[config.mk]
export PLATFORM = sky130hd
export DESIGN_NAME = rxq_switchable_fifo
export DESIGN_NICKNAME = d
export VERILOG_FILES = /design/src/rtl/rxq_pkg.sv /design/src/rtl/rxq_ptr.sv /design/src/rtl/rxq_store.sv /design/src/rtl/rxq_ctrl.sv /design/src/rtl/rxq_switchable_fifo.sv
export SDC_FILE = /design/constraint.sdc
export NUM_CORES = 1
export LEC_CHECK = 0
export BUFFER_PORTS_ARGS = -buffer_cell sky130_fd_sc_hd__clkbuf_2
export CAP_MARGIN = 20
export CORE_MARGIN = 2
export CORE_UTILIZATION = 40
export DETAILED_ROUTE_END_ITERATION = 7
export GPL_TIMING_DRIVEN = 1
export PLACE_DENSITY = 0.56
export SLEW_MARGIN = 25
export SYNTH_ARGS = -nofsm -noshare
export SYNTH_HDL_FRONTEND = slang
export SYNTH_SLANG_ARGS = --single-unit
[constraint.sdc]
create_clock -name clk -period 3.36 [get_ports clk]
set_input_delay 0.672 -clock clk [delete_from_list [all_inputs] [get_ports clk]]
set_output_delay 0.672 -clock clk [all_outputs]
set_load 0.05 [all_outputs]
[src/rtl/rxq_pkg.sv]
package rxq_pkg;

    // Default geometry of the receive queue.
    localparam int RXQ_DATA_W = 8;
    localparam int RXQ_DEPTH  = 16;

    // Operating mode: single holding register or full-depth queue.
    typedef enum logic {
        MODE_SINGLE = 1'b0,
        MODE_DEEP   = 1'b1
    } rxq_mode_e;

    // Per-cycle decision from the control unit to the datapath.
    typedef struct packed {
        logic push;   // write accepted
        logic pop;    // read accepted
        logic clear;  // contents and positions cleared
    } rxq_op_t;

    // Map the mode select pin to the mode type.
    function automatic rxq_mode_e sel_to_mode(input logic sel);
        return sel ? MODE_DEEP : MODE_SINGLE;
    endfunction

endpackage

[src/rtl/rxq_ptr.sv]
// Position counter that wraps at a run-time limit.
module rxq_ptr #(
    parameter int PTR_W = 4,
    parameter int CNT_W = 5
) (
    input  logic             clk,
    input  logic             rst,
    input  logic             clr,
    input  logic             adv,
    input  logic [CNT_W-1:0] lim,
    output logic [PTR_W-1:0] ptr
);

    logic [PTR_W-1:0] ptr_q;
    logic [PTR_W-1:0] ptr_d;
    logic             at_end;

    assign at_end = (CNT_W'(ptr_q) + CNT_W'(1)) >= lim;

    always_comb begin
        ptr_d = ptr_q;
        if (clr) begin
            ptr_d = '0;
        end else if (adv) begin
            ptr_d = at_end ? '0 : ptr_q + PTR_W'(1);
        end
    end

    always_ff @(posedge clk) begin
        if (rst) begin
            ptr_q <= '0;
        end else begin
            ptr_q <= ptr_d;
        end
    end

    assign ptr = ptr_q;

    // a position always stays below the active depth
    a_r8_ptr_in_range: assert property (@(posedge clk) disable iff (rst)
        CNT_W'(ptr_q) < lim);

    // advancing from the last slot returns to slot 0
    a_r8_wrap: assert property (@(posedge clk) disable iff (rst)
        (adv && !clr && at_end) |=> (ptr_q == '0));

endmodule

[src/rtl/rxq_store.sv]
// Byte storage: one register per slot, combinational read of the head slot.
module rxq_store #(
    parameter int DATA_W = 8,
    parameter int DEPTH  = 16,
    parameter int PTR_W  = 4
) (
    input  logic              clk,
    input  logic              we,
    input  logic [PTR_W-1:0]  waddr,
    input  logic [DATA_W-1:0] wdata,
    input  logic [PTR_W-1:0]  raddr,
    output logic [DATA_W-1:0] rdata
);

    logic [DATA_W-1:0] slot [DEPTH];

    for (genvar i = 0; i < DEPTH; i++) begin : g_slot
        always_ff @(posedge clk) begin
            if (we && (waddr == PTR_W'(i))) begin
                slot[i] <= wdata;
            end
        end
    end

    always_comb begin
        rdata = '0;
        for (int j = 0; j < DEPTH; j++) begin
            if (raddr == PTR_W'(j)) begin
                rdata = slot[j];
            end
        end
    end

endmodule

[src/rtl/rxq_ctrl.sv]
// Mode, active depth and occupancy; decides which strobes take effect.
module rxq_ctrl
    import rxq_pkg::*;
#(
    parameter int DEPTH = 16,
    parameter int CNT_W = 5
) (
    input  logic             clk,
    input  logic             rst,
    input  logic             deep_sel,
    input  logic             flush,
    input  logic             wr_en,
    input  logic             rd_en,
    output rxq_op_t          op,
    output logic             ovf,
    output logic [CNT_W-1:0] depth,
    output logic [CNT_W-1:0] count,
    output logic             not_empty,
    output logic             full
);

    localparam logic [CNT_W-1:0] DEPTH_DEEP = CNT_W'(DEPTH);
    localparam logic [CNT_W-1:0] DEPTH_ONE  = CNT_W'(1);

    rxq_mode_e        mode_q;
    rxq_mode_e        mode_new;
    logic [CNT_W-1:0] depth_q;
    logic [CNT_W-1:0] count_q;
    logic             mode_chg;
    logic             is_full;
    logic             is_empty;

    assign mode_new = sel_to_mode(deep_sel);
    assign mode_chg = (mode_new != mode_q);
    assign is_full  = (count_q == depth_q);
    assign is_empty = (count_q == '0);

    always_comb begin
        op.clear = mode_chg | flush;
        op.push  = wr_en & ~is_full  & ~op.clear;
        op.pop   = rd_en & ~is_empty & ~op.clear;
    end

    assign ovf = wr_en & is_full & ~op.clear;

    always_ff @(posedge clk) begin
        if (rst) begin
            mode_q  <= MODE_SINGLE;
            depth_q <= DEPTH_ONE;
            count_q <= '0;
        end else if (op.clear) begin
            mode_q  <= mode_new;
            count_q <= '0;
            if (mode_chg) begin
                depth_q <= (mode_new == MODE_DEEP) ? DEPTH_DEEP : DEPTH_ONE;
            end else begin
                depth_q <= DEPTH_DEEP;
            end
        end else begin
            unique case ({op.push, op.pop})
                2'b10:   count_q <= count_q + CNT_W'(1);
                2'b01:   count_q <= count_q - CNT_W'(1);
                default: count_q <= count_q;
            endcase
        end
    end

    assign depth     = depth_q;
    assign count     = count_q;
    assign not_empty = ~is_empty;
    assign full      = is_full;

    // occupancy never exceeds the active depth
    a_r6_no_overflow: assert property (@(posedge clk) disable iff (rst)
        count_q <= depth_q);

    // a lone write into a full block is refused
    a_r6_refused: assert property (@(posedge clk) disable iff (rst)
        (wr_en && !rd_en && is_full && !flush && !mode_chg) |=> $stable(count_q));

    // a mode change leaves the block empty with the matching depth
    a_r4_mode_clear: assert property (@(posedge clk) disable iff (rst)
        (mode_chg && deep_sel) |=> (count_q == '0 && depth_q == DEPTH_DEEP));

    a_r4_mode_clear_single: assert property (@(posedge clk) disable iff (rst)
        (mode_chg && !deep_sel) |=> (count_q == '0 && depth_q == DEPTH_ONE));

    // flush without a mode change empties and selects the full depth
    a_r5_flush: assert property (@(posedge clk) disable iff (rst)
        (flush && !mode_chg) |=> (count_q == '0 && depth_q == DEPTH_DEEP));

    // a read from a full block releases backpressure
    a_r7_release: assert property (@(posedge clk) disable iff (rst)
        (rd_en && is_full && !flush && !mode_chg) |=> !is_full);

    // a lone read from an empty block changes nothing
    a_r9_empty_read: assert property (@(posedge clk) disable iff (rst)
        (rd_en && !wr_en && is_empty && !flush && !mode_chg) |=> (count_q == '0));

    // concurrent strobes on a partly filled block hold the occupancy
    a_r10_rw_hold: assert property (@(posedge clk) disable iff (rst)
        (rd_en && wr_en && !is_empty && !is_full && !flush && !mode_chg)
            |=> $stable(count_q));

endmodule

[src/rtl/rxq_switchable_fifo.sv]
// Receive byte queue whose depth is 1 or DEPTH, chosen at run time.
module rxq_switchable_fifo
    import rxq_pkg::*;
#(
    parameter int DATA_W = RXQ_DATA_W,
    parameter int DEPTH  = RXQ_DEPTH,
    localparam int CNT_W = $clog2(DEPTH + 1),
    localparam int PTR_W = (DEPTH > 1) ? $clog2(DEPTH) : 1
) (
    input  logic              clk,
    input  logic              rst,
    input  logic              deep_sel,
    input  logic              flush,
    input  logic              wr_en,
    input  logic [DATA_W-1:0] wr_data,
    output logic              ovf,
    input  logic              rd_en,
    output logic [DATA_W-1:0] rd_data,
    output logic [CNT_W-1:0]  count,
    output logic              not_empty,
    output logic              full
);

    localparam logic [DATA_W-1:0] EMPTY_BYTE = '1;

    rxq_op_t           op;
    logic [CNT_W-1:0]  depth;
    logic [PTR_W-1:0]  wptr;
    logic [PTR_W-1:0]  rptr;
    logic [DATA_W-1:0] head;

    rxq_ctrl #(
        .DEPTH (DEPTH),
        .CNT_W (CNT_W)
    ) i_ctrl (
        .clk       (clk),
        .rst       (rst),
        .deep_sel  (deep_sel),
        .flush     (flush),
        .wr_en     (wr_en),
        .rd_en     (rd_en),
        .op        (op),
        .ovf       (ovf),
        .depth     (depth),
        .count     (count),
        .not_empty (not_empty),
        .full      (full)
    );

    rxq_ptr #(
        .PTR_W (PTR_W),
        .CNT_W (CNT_W)
    ) i_wptr (
        .clk (clk),
        .rst (rst),
        .clr (op.clear),
        .adv (op.push),
        .lim (depth),
        .ptr (wptr)
    );

    rxq_ptr #(
        .PTR_W (PTR_W),
        .CNT_W (CNT_W)
    ) i_rptr (
        .clk (clk),
        .rst (rst),
        .clr (op.clear),
        .adv (op.pop),
        .lim (depth),
        .ptr (rptr)
    );

    rxq_store #(
        .DATA_W (DATA_W),
        .DEPTH  (DEPTH),
        .PTR_W  (PTR_W)
    ) i_store (
        .clk   (clk),
        .we    (op.push),
        .waddr (wptr),
        .wdata (wr_data),
        .raddr (rptr),
        .rdata (head)
    );

    assign rd_data = not_empty ? head : EMPTY_BYTE;

    // the flag tracks a nonzero occupancy
    a_r11_not_empty: assert property (@(posedge clk) disable iff (rst)
        not_empty == (count != '0));

    // an empty block presents the all-ones byte
    a_r9_empty_value: assert property (@(posedge clk) disable iff (rst)
        !not_empty |-> (rd_data == EMPTY_BYTE));

    // a write accepted into an empty single-slot block fills it
    a_r2_single_fill: assert property (@(posedge clk) disable iff (rst)
        (op.push && !op.pop && depth == CNT_W'(1)) |=> full);

endmodule

==> Word-level counts from Yosys, hierarchy flattened <==
Memories as Yosys holds them, arrays and structs flattened.
Cells that the tools add are included.
{ "totals": {"mem_count": 1, "word_cells": 194, "reg_bits": 19, "ramBits": 128} }
{ "mem_list": {"columns": ["memory", "depth", "width", "rd", "rd_clocked_by_memory_dff", "write_ports", "line", "text"], "rows": [
  ["i_store.slot", 16, 8, 16, 0, 1, "rxq_store.sv:15", "logic [DATA_W-1:0] slot [DEPTH];"]
]} }
{ "op_classes": {"magnitude_cmp": 2, "n_addsub": 6, "n_bitwise": 10, "reduce_logical": 36, "muxes": 100, "eq_ne": 34} }
{ "ops": {"columns": ["cell", "count"], "rows": [
  ["$mux W8", 32],
  ["$reduce_or A8 Y1", 15],
  ["$mux W4", 17],
  ["$eq A4 B4 Y1 const B", 16],
  ["$mux W1", 48],
  ["$eq A4 B3 Y1 const B", 8],
  ["$eq A4 B2 Y1 const B", 4],
  ["$logic_and A1 B1 Y1", 16],
  ["$add A4 B1 Y5 const B", 2],
  ["$ge A5 B5 Y1", 2],
  ["$mux W5", 2],
  ["$pmux W5 S2", 1],
  ["$add A4 B1 Y4 const B", 2],
  ["$eq A4 B1 Y1 const B", 2],
  ["$logic_not A4 Y1", 2],
  ["$and A1 B1 Y1", 6],
  ["$add A5 B1 Y5 const B", 1],
  ["$eq A5 B5 Y1", 1],
  ["$logic_not A5 Y1", 1],
  ["$sub A5 B1 Y5 const B", 1],
  ["$not A1 Y1", 3],
  ["$eq A2 B1 Y1 const B", 1],
  ["$eq A2 B2 Y1 const B", 1],
  ["$reduce_bool A2 Y1", 1],
  ["3 further kinds", 3]
]} }

==> Logic depth before layout (Yosys ltp) <==
Gate-level depths: netlist of the first run.
{ "depth": {"word_depth": 24, "depth_mapped": 14, "depth_no_buf": 14} }

==> Hierarchy <==
Synthesis of the first run repeated with hierarchy kept, for this count alone.
{ "unflattened": {"cells_unflattened": 500, "hier_area_um2": 6647.6} }
{ "by_module_without_submodules": {"columns": ["mod", "n_inst", "cells_per_inst", "area_per_inst_um2"], "rows": [
  ["rxq_store", 1, 355, 5366.4],
  ["rxq_ctrl", 1, 71, 579.3],
  ["rxq_ptr (i_wptr)", 1, 33, 330.3],
  ["rxq_ptr (i_rptr)", 1, 33, 321.6],
  ["rxq_switchable_fifo", 1, 8, 50.0]
]} }

==> Worst setup path before layout of the first run <==
Ideal clock, no wire load.
{ "synth_path": {"path_kind": "register to register", "from": "register i_ctrl.count_q[1] (netlist: i_ctrl.count[1])", "to": "register i_ctrl.count_q[4] (netlist: i_ctrl.count[4])", "synth_period_minus_slack_ns": 3.377, "path_slack_ns": -0.017, "arrival_time_ns": 3.308, "setup_ns": 0.070, "required_ns": 3.290, "stages_incl_launch_ff": 13, "cell_sequence": "dfxtp_1 > nor3_1 > and2_1 > clkinv_1 > nand2_1 > nor2_1 > ha_1 > ha_1 > nor2b_1 > o21ai_0 > a21oi_1 > or4_1 > a21oi_1"} }
{ "synth_via": {"elab_chain_len": 6, "word_cells_on_any_way": 14, "cone_classes": "add/sub: 2; eq/ne: 3; mux: 1; bitwise: 6; reduce/logical: 2"} }
{ "synth_rtl": {"columns": ["element", "line", "text"], "rows": [
  ["from (decl)", "rxq_ctrl.sv:28", "logic [CNT_W-1:0] count_q;"],
  ["from (signal assigned)", "rxq_ctrl.sv:61", "2'b10: count_q <= count_q + CNT_W'(1);"],
  ["from (signal assigned)", "rxq_ctrl.sv:62", "2'b01: count_q <= count_q - CNT_W'(1);"],
  ["from (signal assigned)", "rxq_ctrl.sv:63", "default: count_q <= count_q;"],
  ["$logic_not A5 Y1 *", "rxq_ctrl.sv:36", "assign is_empty = (count_q == '0);"],
  ["$not A1 Y1 *", null, null],
  ["named net not_empty", "rxq_switchable_fifo.sv:20", "output logic not_empty,"],
  ["$and A1 B1 Y1 * (2 in series)", "rxq_ctrl.sv:41", "op.pop = rd_en & ~is_empty & ~op.clear;"],
  ["named net i_rptr.adv", "rxq_ptr.sv:9", "input logic adv,"],
  ["$eq A2 B1 Y1 / $eq A2 B2 Y1 (equally long branches)", "rxq_ctrl.sv:60", "unique case ({op.push, op.pop})"],
  ["$pmux W5 S2 / $reduce_bool A2 Y1 (equally long branches)", null, null]
]} }
The timed path passes the listed nets; every way through them passes the cells marked *.
A chain may end at the register's enable or synchronous reset.

==> Final worst setup path of the first run <==
{ "layout_path": {"from": "register i_rptr.ptr_q[1] (netlist: i_rptr.ptr[1])", "to": "output rd_data[1]"} }
{ "layout_via": {"elab_chain_len": 18, "word_cells_on_any_way": 33, "cone_classes": "eq/ne: 15; mux: 17; reduce/logical: 1"} }
{ "layout_rtl": {"columns": ["element", "line", "text"], "rows": [
  ["from (decl)", "rxq_ptr.sv:14", "logic [PTR_W-1:0] ptr_q;"],
  ["from (signal assigned)", "rxq_ptr.sv:33", "ptr_q <= ptr_d;"],
  ["$logic_not A4 Y1", "rxq_store.sv:28", "if (raddr == PTR_W'(j)) begin"],
  ["$mux W8 (15 in series)", "rxq_store.sv:28", null],
  ["$mux W8 *", "rxq_store.sv:28", null],
  ["$mux W8 *", "rxq_switchable_fifo.sv:87", "assign rd_data = not_empty ? head : EMPTY_BYTE;"],
  ["to (decl)", "rxq_switchable_fifo.sv:18", "output logic [DATA_W-1:0] rd_data,"]
]} }
Mark *: on every way between the ends. The rest lies on a longest branch, timed or not.

==> flow_summary.ini, run 1 <==
[final_layout]
finalNetCount = 620
final_cell_area_um2 = 8050
fillers = 1366
fin_cells = 816
n_antenna_cell = 0
drive_gt1_share_pct = 25.5
regArea_um2 = 4170
syn_to_final_growth_pct = 24.6
multi_input_area_um2 = 2230

[synth]
synth_top_area_cell = edfxtp_1
synth-edff-count = 128
synth_seq_cells = 144
yosysUniqueCellTypes = 62
synthTopCellsByCount = 128 x edfxtp_1, 42 x nor2_1, 38 x nand2_1, 35 x a21oi_1, 23 x inv_1
syn_avg_cell_area_um2 = 12.5
synthCells = 516
synth_top_family_by_area = compound AO/OA/AOI/OAI gates
synthSimpleGateAreaFrac_pct = 10.6
synth_area_leaders = edfxtp_1 60%, dfxtp_1 5.0%, ha_1 3.5%, a21oi_1 2.7%, nor2_1 2.4%
yosysWarningCount = 0
syn_nets = 549
yosysMostFrequentCell = edfxtp_1
netlist_area_um2 = 6460
synthFlopType = edfxtp_1
synth_compound_area_share_pct = 16.5
synth_xor_area_share_pct = 0.950
yosysTopAreaCellShare_pct = 59.5
ys_seq_area_share_pct = 64.5
synthArstFlopShare_pct = 0
muxShareOfSynthArea_pct = 0.155
synth_fa_ha_area_share_pct = 3.80

[floorplan]
ios = 30
rows = 46
die_w_um = 131
core_area_um2 = 15800
die_y_um = 131
dieArea_um2 = 17200
start_util_pct = 40.8

[cts]
clockBufferDepth = 2
cts_buffers = 17
htreeDepth = 4
cts_tree = built
clockRootBuffer = clkbuf_16
clock-sinks = 144
clk_pin_slew_ns = 0.06
clk_latency_ns = 0.43

[critical_path]
crit_fanout = 15
rrSetupSlack_ns = 0.34
arrival_ns = 2.64
cp-start-kind = register
cp-end-kind = output pin
criticalPathCategory = register to output pin
worstPathRequired_ns = 2.69

[sta]
maxSlewHeadroom_pct = 53.0
period_share_pct = 98.7
max_freq_mhz = 302
finalHoldViolCount = 0
slew_viol_final = 0
tns_ns = 0
fin_skew_ns = 0.00653
fin_ws_ns = 0.0449
setup_viol = 0
fin_crit_ns = 3.32
worst_slew_pin_slew_ns = 0.702
grt_setup_unrepaired = yes

[placement]
dp_cells = 775
place_area_um2 = 7170
hpwl_um = 11900
dp_slack_ns = -0.0386
routabilityCongestion = 0.906
portBuffers = 29

[run_status]
status = finished clean

[power]
finalPower_uw = 3980
p_leak_uw = 0.00276
powerDensity_nw_per_um2 = 494
irDropWorstVdd_mv = 0.314

[grt]
grt_first_pass_wirelength_um = 27000
overflow = 0
grt_pass1_vias = 4550
antenna_found_initial = 0
grt_usage_pct = 21.8
grt_max_degree = 25

[routing]
wire_per_inst_um = 21.4
dr.first_iter.drc_count = 468
drc = 0
drt_first_pass_iters = 7
antenna_left = 0
vias = 4658
routed_wl_um = 17500
viasPerCell = 5.71

[worst_hold_path]
hold_class = primary input to register

[flow_run]
drv_cap = 0
==> layout by cell type (no fill, tap or decap), drive strengths merged, types with 16 or more instances in the layout <==
cell type / count
inv: 32
nand2: 38
o21ai: 19
dfxtp: 16
clkbuf: 41
nor2: 43
buf: 55
a21oi: 35
ha: 18
edfxtp: 128
==> flip-flops by register name (all words and copies together) (netlist names) <==
| name | flops |
|---|---|
| i_ctrl.mode_q | 1 |
| i_ctrl.count | 5 |
| i_rptr.ptr | 4 |
| i_wptr.ptr | 4 |
| i_ctrl.depth | 2 |
| i_store.slot | 128 |
==> where the power goes <==
part           total, uW  switching (uW)  internal, uW
logic                118            82.0          35.8
registers           1960            5.49          1950
clock network       1900             785          1120
==> layer usage <==
| layer | vias to the layer above | global-route usage [%] | routed length, um |
|---|---|---|---|
| li1 | 2139 | - | - |
| met1 | 2296 | 30.0 | 7500 |
| met2 | 199 | 34.8 | 8500 |
| met3 | 24 | 4.93 | 1170 |
| met4 | 0 | 6.32 | 287 |
| met5 | - | 0 | 0 |
==> layout make-up <==
class                           instances  area share (%)
Sequential cell                       144            51.8
Multi-Input combinational cell        318            27.7
Timing Repair Buffer                   79            8.23
Tap cell                              216            3.36
Clock inverter                         15            2.16
Inverter                               27            1.43
Clock buffer                           17            5.29
==> path summary, 6_finish.rpt <==
| check | from | to | depth (start not counted) |
|---|---|---|---|
| worst max-delay path | i_rptr.ptr[1] | rd_data[1] | 10 |
| worst min-delay path | rst | i_ctrl.mode_q | 2 |
| worst max register to register | i_ctrl.count[1] | i_ctrl.count[4] | 12 |
| worst min register to register | i_ctrl.mode_q | i_ctrl.mode_q | 2 |
==> worst max-delay path: stages (launching register included) <==
cell	delay [ns]
dfxtp_4	0.38
ha_4	0.20
buf_8	0.16
nor3b_1	0.15
buf_4	0.18
a2bb2oi_2	0.15
a21oi_1	0.07
a2111oi_2	0.41
buf_4	0.19
o211ai_1	0.12
clkbuf_8	0.21
==> logic make-up after synthesis <==
group           after synthesis
xor+xnor                      7
flops                       144
compound gates              152
simple gates                139
buf+inv                      54
mux                           1
fa+ha+maj                    19
==> repair_timing <==
| action | CTS | global route |
|---|---|---|
| endpoints found under the setup margin | 8 | 8 |
| setup buffers | 2 | 8 |
| pin swaps | 1 | 7 |
| hold buffers | 0 | 0 |
| resized for setup | 27 | 25 |
==> stage by stage <==
| stage | util [%] | hold slack, ns |
|---|---|---|
| after detailed placement | 45.3 | 0.480 |
| after global placement | 45.3 | 0.461 |
| final | 50.8 | 0.465 |
| after CTS | 50.0 | 0.456 |
| after global routing | 50.8 | 0.479 |
| after floorplan | - | 0.446 |
(Power assumes the default switching activity.)
==> run 2: changes to the inputs <==
--- a/config.mk
+++ b/config.mk
@@ -12,6 +12,7 @@
 export DETAILED_ROUTE_END_ITERATION = 7
 export GPL_TIMING_DRIVEN = 1
 export PLACE_DENSITY = 0.56
+export REMOVE_ABC_BUFFERS = 1
 export SLEW_MARGIN = 25
 export SYNTH_ARGS = -nofsm -noshare
 export SYNTH_HDL_FRONTEND = slang
==> run 2 against run 1 <==
Net effect:
- core utilization shrank 0.76 points
- via count shrank 1.5%
- routed wire length shrank 3.8%
- critical endpoint is now rd_data[5]
==> flow_summary.ini, run 2 (same netlist as run 1, synthesis figures left out) <==
[critical_path]
cp-end-kind = output pin
cp-start-kind = register
worstReg2RegStart = i_ctrl.count[1]
arrival_ns = 2.61
crit_fanout = 8
rrSetupSlack_ns = 0.24
worstPathRequired_ns = 2.69
criticalPathCategory = register to output pin
r2r-end = i_ctrl.count[4]
worst-r2r-cell-count = 12

[routing]
drt_first_pass_iters = 5
viasPerCell = 5.63
routed_wl_um = 16800
dr.first_iter.drc_count = 379
wire_per_inst_um = 20.6
drc = 0
antenna_left = 0
vias = 4587

[cts]
ctsHoldBuffers = 0
clk_pin_slew_ns = 0.06
cts_buffers = 17
clockBufferDepth = 2
clk_latency_ns = 0.42
clockRootBuffer = clkbuf_16
htreeDepth = 4
cts_tree = built
clock-sinks = 144

[grt]
grt_util_met3_pct = 4.52
grt_max_degree = 21
overflow = 0
grt_pass1_vias = 4720
grt_usage_pct = 21.0
gr-usage-met2_pct = 35.4
antenna_found_initial = 0
globalRoute.busiestLayer = met2
grt_first_pass_wirelength_um = 26300
gr-usage-met1_pct = 26.9

[sta]
max_freq_mhz = 305
tns_ns = 0
period_share_pct = 97.7
fin_skew_ns = 0.0116
maxSlewHeadroom_pct = 67.0
finalHoldViolCount = 0
fin_crit_ns = 3.28
worst_slew_pin_slew_ns = 0.491
setup_viol = 0
fin_hold_ws_ns = 0.466
fin_ws_ns = 0.0766
slew_viol_final = 0

[flow_run]
drv_cap = 0

[power]
p_switching_uw = 791
powerDensity_nw_per_um2 = 496
swShare_pct = 20.1
clockPowerShare_pct = 47.4
p_leak_uw = 0.00274
p_int_uw = 3140
pwr-share-seq_pct = 49.8
finalPower_uw = 3930
irDropWorstVdd_mv = 0.357
combPwrFrac_pct = 2.8

[final_layout]
multi_input_area_um2 = 2160
syn_to_final_growth_pct = 22.8
regArea_um2 = 4170
fillers = 1395
finalNetCount = 621
regMostFlops = i_store.slot
n_antenna_cell = 0
mostFrequentLayoutCells = 128 x edfxtp_1, 48 x buf_4, 41 x nor2_1, 38 x nand2_1, 34 x a21oi_1
drive_gt1_share_pct = 23.0
largest_reg_flops = 128
final_cell_area_um2 = 7930
final_common_cell = edfxtp_1

[worst_hold_path]
hold_class = primary input to register
hold_start = rst
whs_endpoint = i_ctrl.mode_q
hold_depth = 2

[floorplan]
dieArea_um2 = 17200
core_area_um2 = 15800
rows = 46
start_util_pct = 40.8
die_w_um = 131
ios = 30
die_y_um = 131

[placement]
place_area_um2 = 7170
hpwl_um = 11400
portBuffers = 29
dp_slack_ns = -0.0583
routabilityCongestion = 0.827

[run_status]
status = finished clean
run 2: cell types whose count changed in the layout (fill, tap and decap cells not counted), sizes merged:
cell	previous run	this run
buf	55	58
bufinv	2	3
clkinvlp	3	2
clkinv	5	9
inv	32	24
run 2: area by class of cell:
type | instances | area share, %
Sequential cell | 144 | 52.6
Multi-Input combinational cell | 318 | 27.3
Timing Repair Buffer | 80 | 8.05
Clock buffer | 19 | 5.46
Tap cell | 216 | 3.41
Clock inverter | 11 | 1.80
Inverter | 27 | 1.37
run 2: worst max-delay path: stages, from the launching register on:
cell and delay (ns):
dfxtp_4 0.36, inv_2 0.12, ha_4 0.24, clkinvlp_4 0.17, buf_4 0.17, o221a_2 0.29
a32oi_1 0.19, o22ai_1 0.11, a221o_1 0.32, buf_2 0.21
run 2: what timing repair did:
action / CTS / global route
endpoints found under the setup margin: 8 / 9
endpoints found under the hold margin: 0 / 0
pin swaps: 1 / 5
gates resized for setup: 16 / 18
buffers inserted: 2 / 5
run 2: power groups by stage:
stage / clock (uW) / sequential, uW / combinational, uW
6_report: 1860 / 1960 / 111
5_1_grt: 1950 / 1960 / 124
3_5_place_dp: 0 / 2000 / 113
3_3_place_gp: 0 / 2000 / 110
4_1_cts: 1890 / 1960 / 113
2_1_floorplan: 0 / 2000 / 53.1
run 2: per-stage QoR:
step / utilization [%] / cells
after floorplan: - / 489
after global placement: 45.3 / 778
after detailed placement: 45.3 / 778
after CTS: 49.4 / 810
after global routing: 50.1 / 815
final: 50.1 / 815
run 2: worst max-delay path by stage:
stage,start,endpoint,slack (ns),cells past startpoint
after floorplan,i_rptr.ptr[0],rd_data[0],-0.15,7
after global placement,i_rptr.ptr[1],rd_data[1],-0.05,10
after detailed placement,i_rptr.ptr[0],rd_data[1],-0.06,9
after CTS,i_rptr.ptr[0],rd_data[6],-0.04,9
after global routing,i_ctrl.count[1],i_ctrl.count[4],-0.006,12
final,i_rptr.ptr[0],rd_data[5],0.08,9
run 2: metal layers:
layer  part of all wire, %  vias up
li1                      -     2132
met1                    42     2264
met2                    50      161
met3                   6.4       30
met4                   2.0        0
met5                     0        -
==> run 3: changes to the inputs <==
--- a/config.mk
+++ b/config.mk
@@ -5,12 +5,14 @@
 export SDC_FILE = /design/constraint.sdc
 export NUM_CORES = 1
 export LEC_CHECK = 0
+export ABC_AREA = 1
 export BUFFER_PORTS_ARGS = -buffer_cell sky130_fd_sc_hd__clkbuf_2
 export CAP_MARGIN = 20
-export CORE_MARGIN = 2
+export CORE_MARGIN = 5
 export CORE_UTILIZATION = 40
 export DETAILED_ROUTE_END_ITERATION = 7
 export GPL_TIMING_DRIVEN = 1
+export MAX_ROUTING_LAYER = met4
 export PLACE_DENSITY = 0.56
 export REMOVE_ABC_BUFFERS = 1
 export SLEW_MARGIN = 25
==> run 3 against run 2 <==
Net effect:
- area after synthesis up 2.3%
- setup slack improved by 0.045 ns
- via count up 3.0%
- design area grew 4.0%
- combinational power is 35% higher
- highest routed layer unchanged
- synthesized cell count up 29%
- clock power up 5%
- total power increased by 3.2%
- clock skew fell by 0.0029 ns
- register-to-register slack better by 0.33 ns
==> flow_summary.ini, run 3 <==
[sta]
fin_ws_ns = 0.121
fin_crit_ns = 3.24
worst_slew_pin_slew_ns = 0.565
finalHoldViolCount = 0
setup_viol = 0
slew_viol_final = 0
maxSlewHeadroom_pct = 62.2
period_share_pct = 96.4
grt_setup_unrepaired = yes
max_freq_mhz = 309
fin_skew_ns = 0.00872
tns_ns = 0

[placement]
place_area_um2 = 7170
hpwl_um = 10300
dp_cells = 935
portBuffers = 29
dp_slack_ns = 0.145
routabilityCongestion = 0.849

[cts]
htreeDepth = 4
clockRootBuffer = clkbuf_16
cts_buffers = 17
ctsHoldBuffers = 0
cts_tree = built
clockBufferDepth = 2
clk_latency_ns = 0.43
clock-sinks = 144
clk_pin_slew_ns = 0.06

[grt]
antenna_found_initial = 0
globalRoute.busiestLayer = met2
grt_util_met3_pct = 3.63
gr-usage-met1_pct = 23.0
grt_pass1_vias = 4746
gr-usage-met2_pct = 26.2
overflow = 0
grt_max_degree = 18
grt_first_pass_wirelength_um = 25000
grt_usage_pct = 17.1

[synth]
synthCells = 668
netlist_area_um2 = 6600
yosysMostFrequentCell = nand2_1
synth_top_area_cell = edfxtp_1
synth-edff-count = 128
synthTopCellsByCount = 195 x nand2_1, 128 x edfxtp_1, 81 x nor2_1, 79 x inv_1, 52 x nand3_1
synthFlopType = edfxtp_1
synth_seq_cells = 144
syn_avg_cell_area_um2 = 9.88
yosysUniqueCellTypes = 30
yosysTopAreaCellShare_pct = 58.2
synth_area_leaders = edfxtp_1 58%, nand2_1 11%, dfxtp_1 4.9%, nor2_1 4.6%, inv_1 4.5%
yosysWarningCount = 0
ys_seq_area_share_pct = 63.1
synthArstFlopShare_pct = 0

[floorplan]
die_w_um = 138
dieArea_um2 = 19200
start_util_pct = 40.2
die_y_um = 138
ios = 30
core_area_um2 = 16400
rows = 47

[worst_hold_path]
hold_class = primary input to register

[routing]
viasPerCell = 4.80
routed_wl_um = 15400
wire_per_inst_um = 15.6
drt_first_pass_iters = 5
dr.first_iter.drc_count = 564
drc = 0
vias = 4726
antenna_left = 0

[power]
finalPower_uw = 4060
irDropWorstVdd_mv = 0.339
powerDensity_nw_per_um2 = 492
p_leak_uw = 0.00332

[run_status]
status = finished clean

[flow_run]
drv_cap = 0

[critical_path]
cp-end-kind = output pin
cp-start-kind = register
worstPathRequired_ns = 2.69
crit_fanout = 8
arrival_ns = 2.57
criticalPathCategory = register to output pin

[final_layout]
mostFrequentLayoutCells = 180 x nand2_1, 128 x edfxtp_1, 74 x nor2_1, 72 x inv_1, 42 x nand3_1
largest_reg_flops = 128
syn_to_final_growth_pct = 24.9
drive_gt1_share_pct = 22.8
regMostFlops = i_store.slot
finalNetCount = 784
fin_cells = 984
final_common_cell = nand2_1
n_antenna_cell = 0
final_cell_area_um2 = 8250
-- run 3: cells by family (layout without fill, tap and decap cells) --
group,count (synthesis),after routing,share of synthesized area (%)
XOR/XNOR,8,8,1.06
buffers and inverters,92,188,5.67
adder cells (fa/ha/maj),19,19,3.71
AND/OR/NAND/NOR,361,361,22.8
AO/OA/AOI/OAI,44,44,3.70
flip-flops,144,144,63.1
-- run 3: layer usage --
| metal | wire length, um | up-vias | share of wire [%] |
|---|---|---|---|
| met5 | 0 | - | 0 |
| met4 | 197 | 0 | 1.3 |
| met3 | 554 | 13 | 3.6 |
| met2 | 7310 | 96 | 47 |
| met1 | 7330 | 2257 | 48 |
| li1 | - | 2360 | - |
-- run 3: layout make-up --
type,count,area [um2]
Fill cell,1470,8160
Sequential cell,144,4180
Multi-Input combinational cell,432,2250
Timing Repair Buffer,72,578
Clock buffer,25,561
Inverter,82,322
Tap cell,220,275
Clock inverter,7,66.3
Timing Repair inverter,2,15.0
-- run 3: repair_timing --
item / CTS / global route
buffers inserted: 2 / 11
pin swaps: 3 / 22
resized for setup: 40 / 64
cloned: 1 / 3
endpoints found under the setup margin: 8 / 8
-- run 3: critical path: stages, from the launching register on --
cell	delay (ns)
dfxtp_4	0.38
buf_6	0.12
ha_4	0.16
inv_4	0.05
nor2_4	0.16
clkinvlp_4	0.22
nand2_1	0.11
inv_1	0.04
nand2_1	0.07
nand2_1	0.06
nand3_1	0.07
nand3_1	0.07
nand2_1	0.10
nand2_2	0.07
nand3_2	0.07
nand2_1	0.06
nand2_1	0.06
nand2_1	0.06
nand2_2	0.07
buf_8	0.14
-- run 3: power by group --
group	switching [uW]	internal [uW]	leakage, uW	total [uW]
clock	719	1230	0.000310	1950
combinational	107	42.9	0.00173	150
sequential	6.52	1950	0.00128	1960
-- run 3: final timing paths --
path	from	depth (start not counted)	slack (ns)	endpoint
setup / recovery	i_rptr.ptr[0]	19	0.12	rd_data[4]
hold / removal	rst	3	0.49	i_ctrl.depth[0]
setup reg to reg	i_ctrl.count[1]	16	0.57	i_ctrl.count[4]
hold reg to reg	i_ctrl.count[4]	1	0.51	i_ctrl.count[4]
-- run 3: per-stage QoR --
stage / hold slack (ns) / util (%)
2_1_floorplan: 0.472 / -
3_3_place_gp: 0.487 / 43.7
3_5_place_dp: 0.502 / 43.7
4_1_cts: 0.474 / 48.4
5_1_grt: 0.510 / 50.3
6_report: 0.488 / 50.3
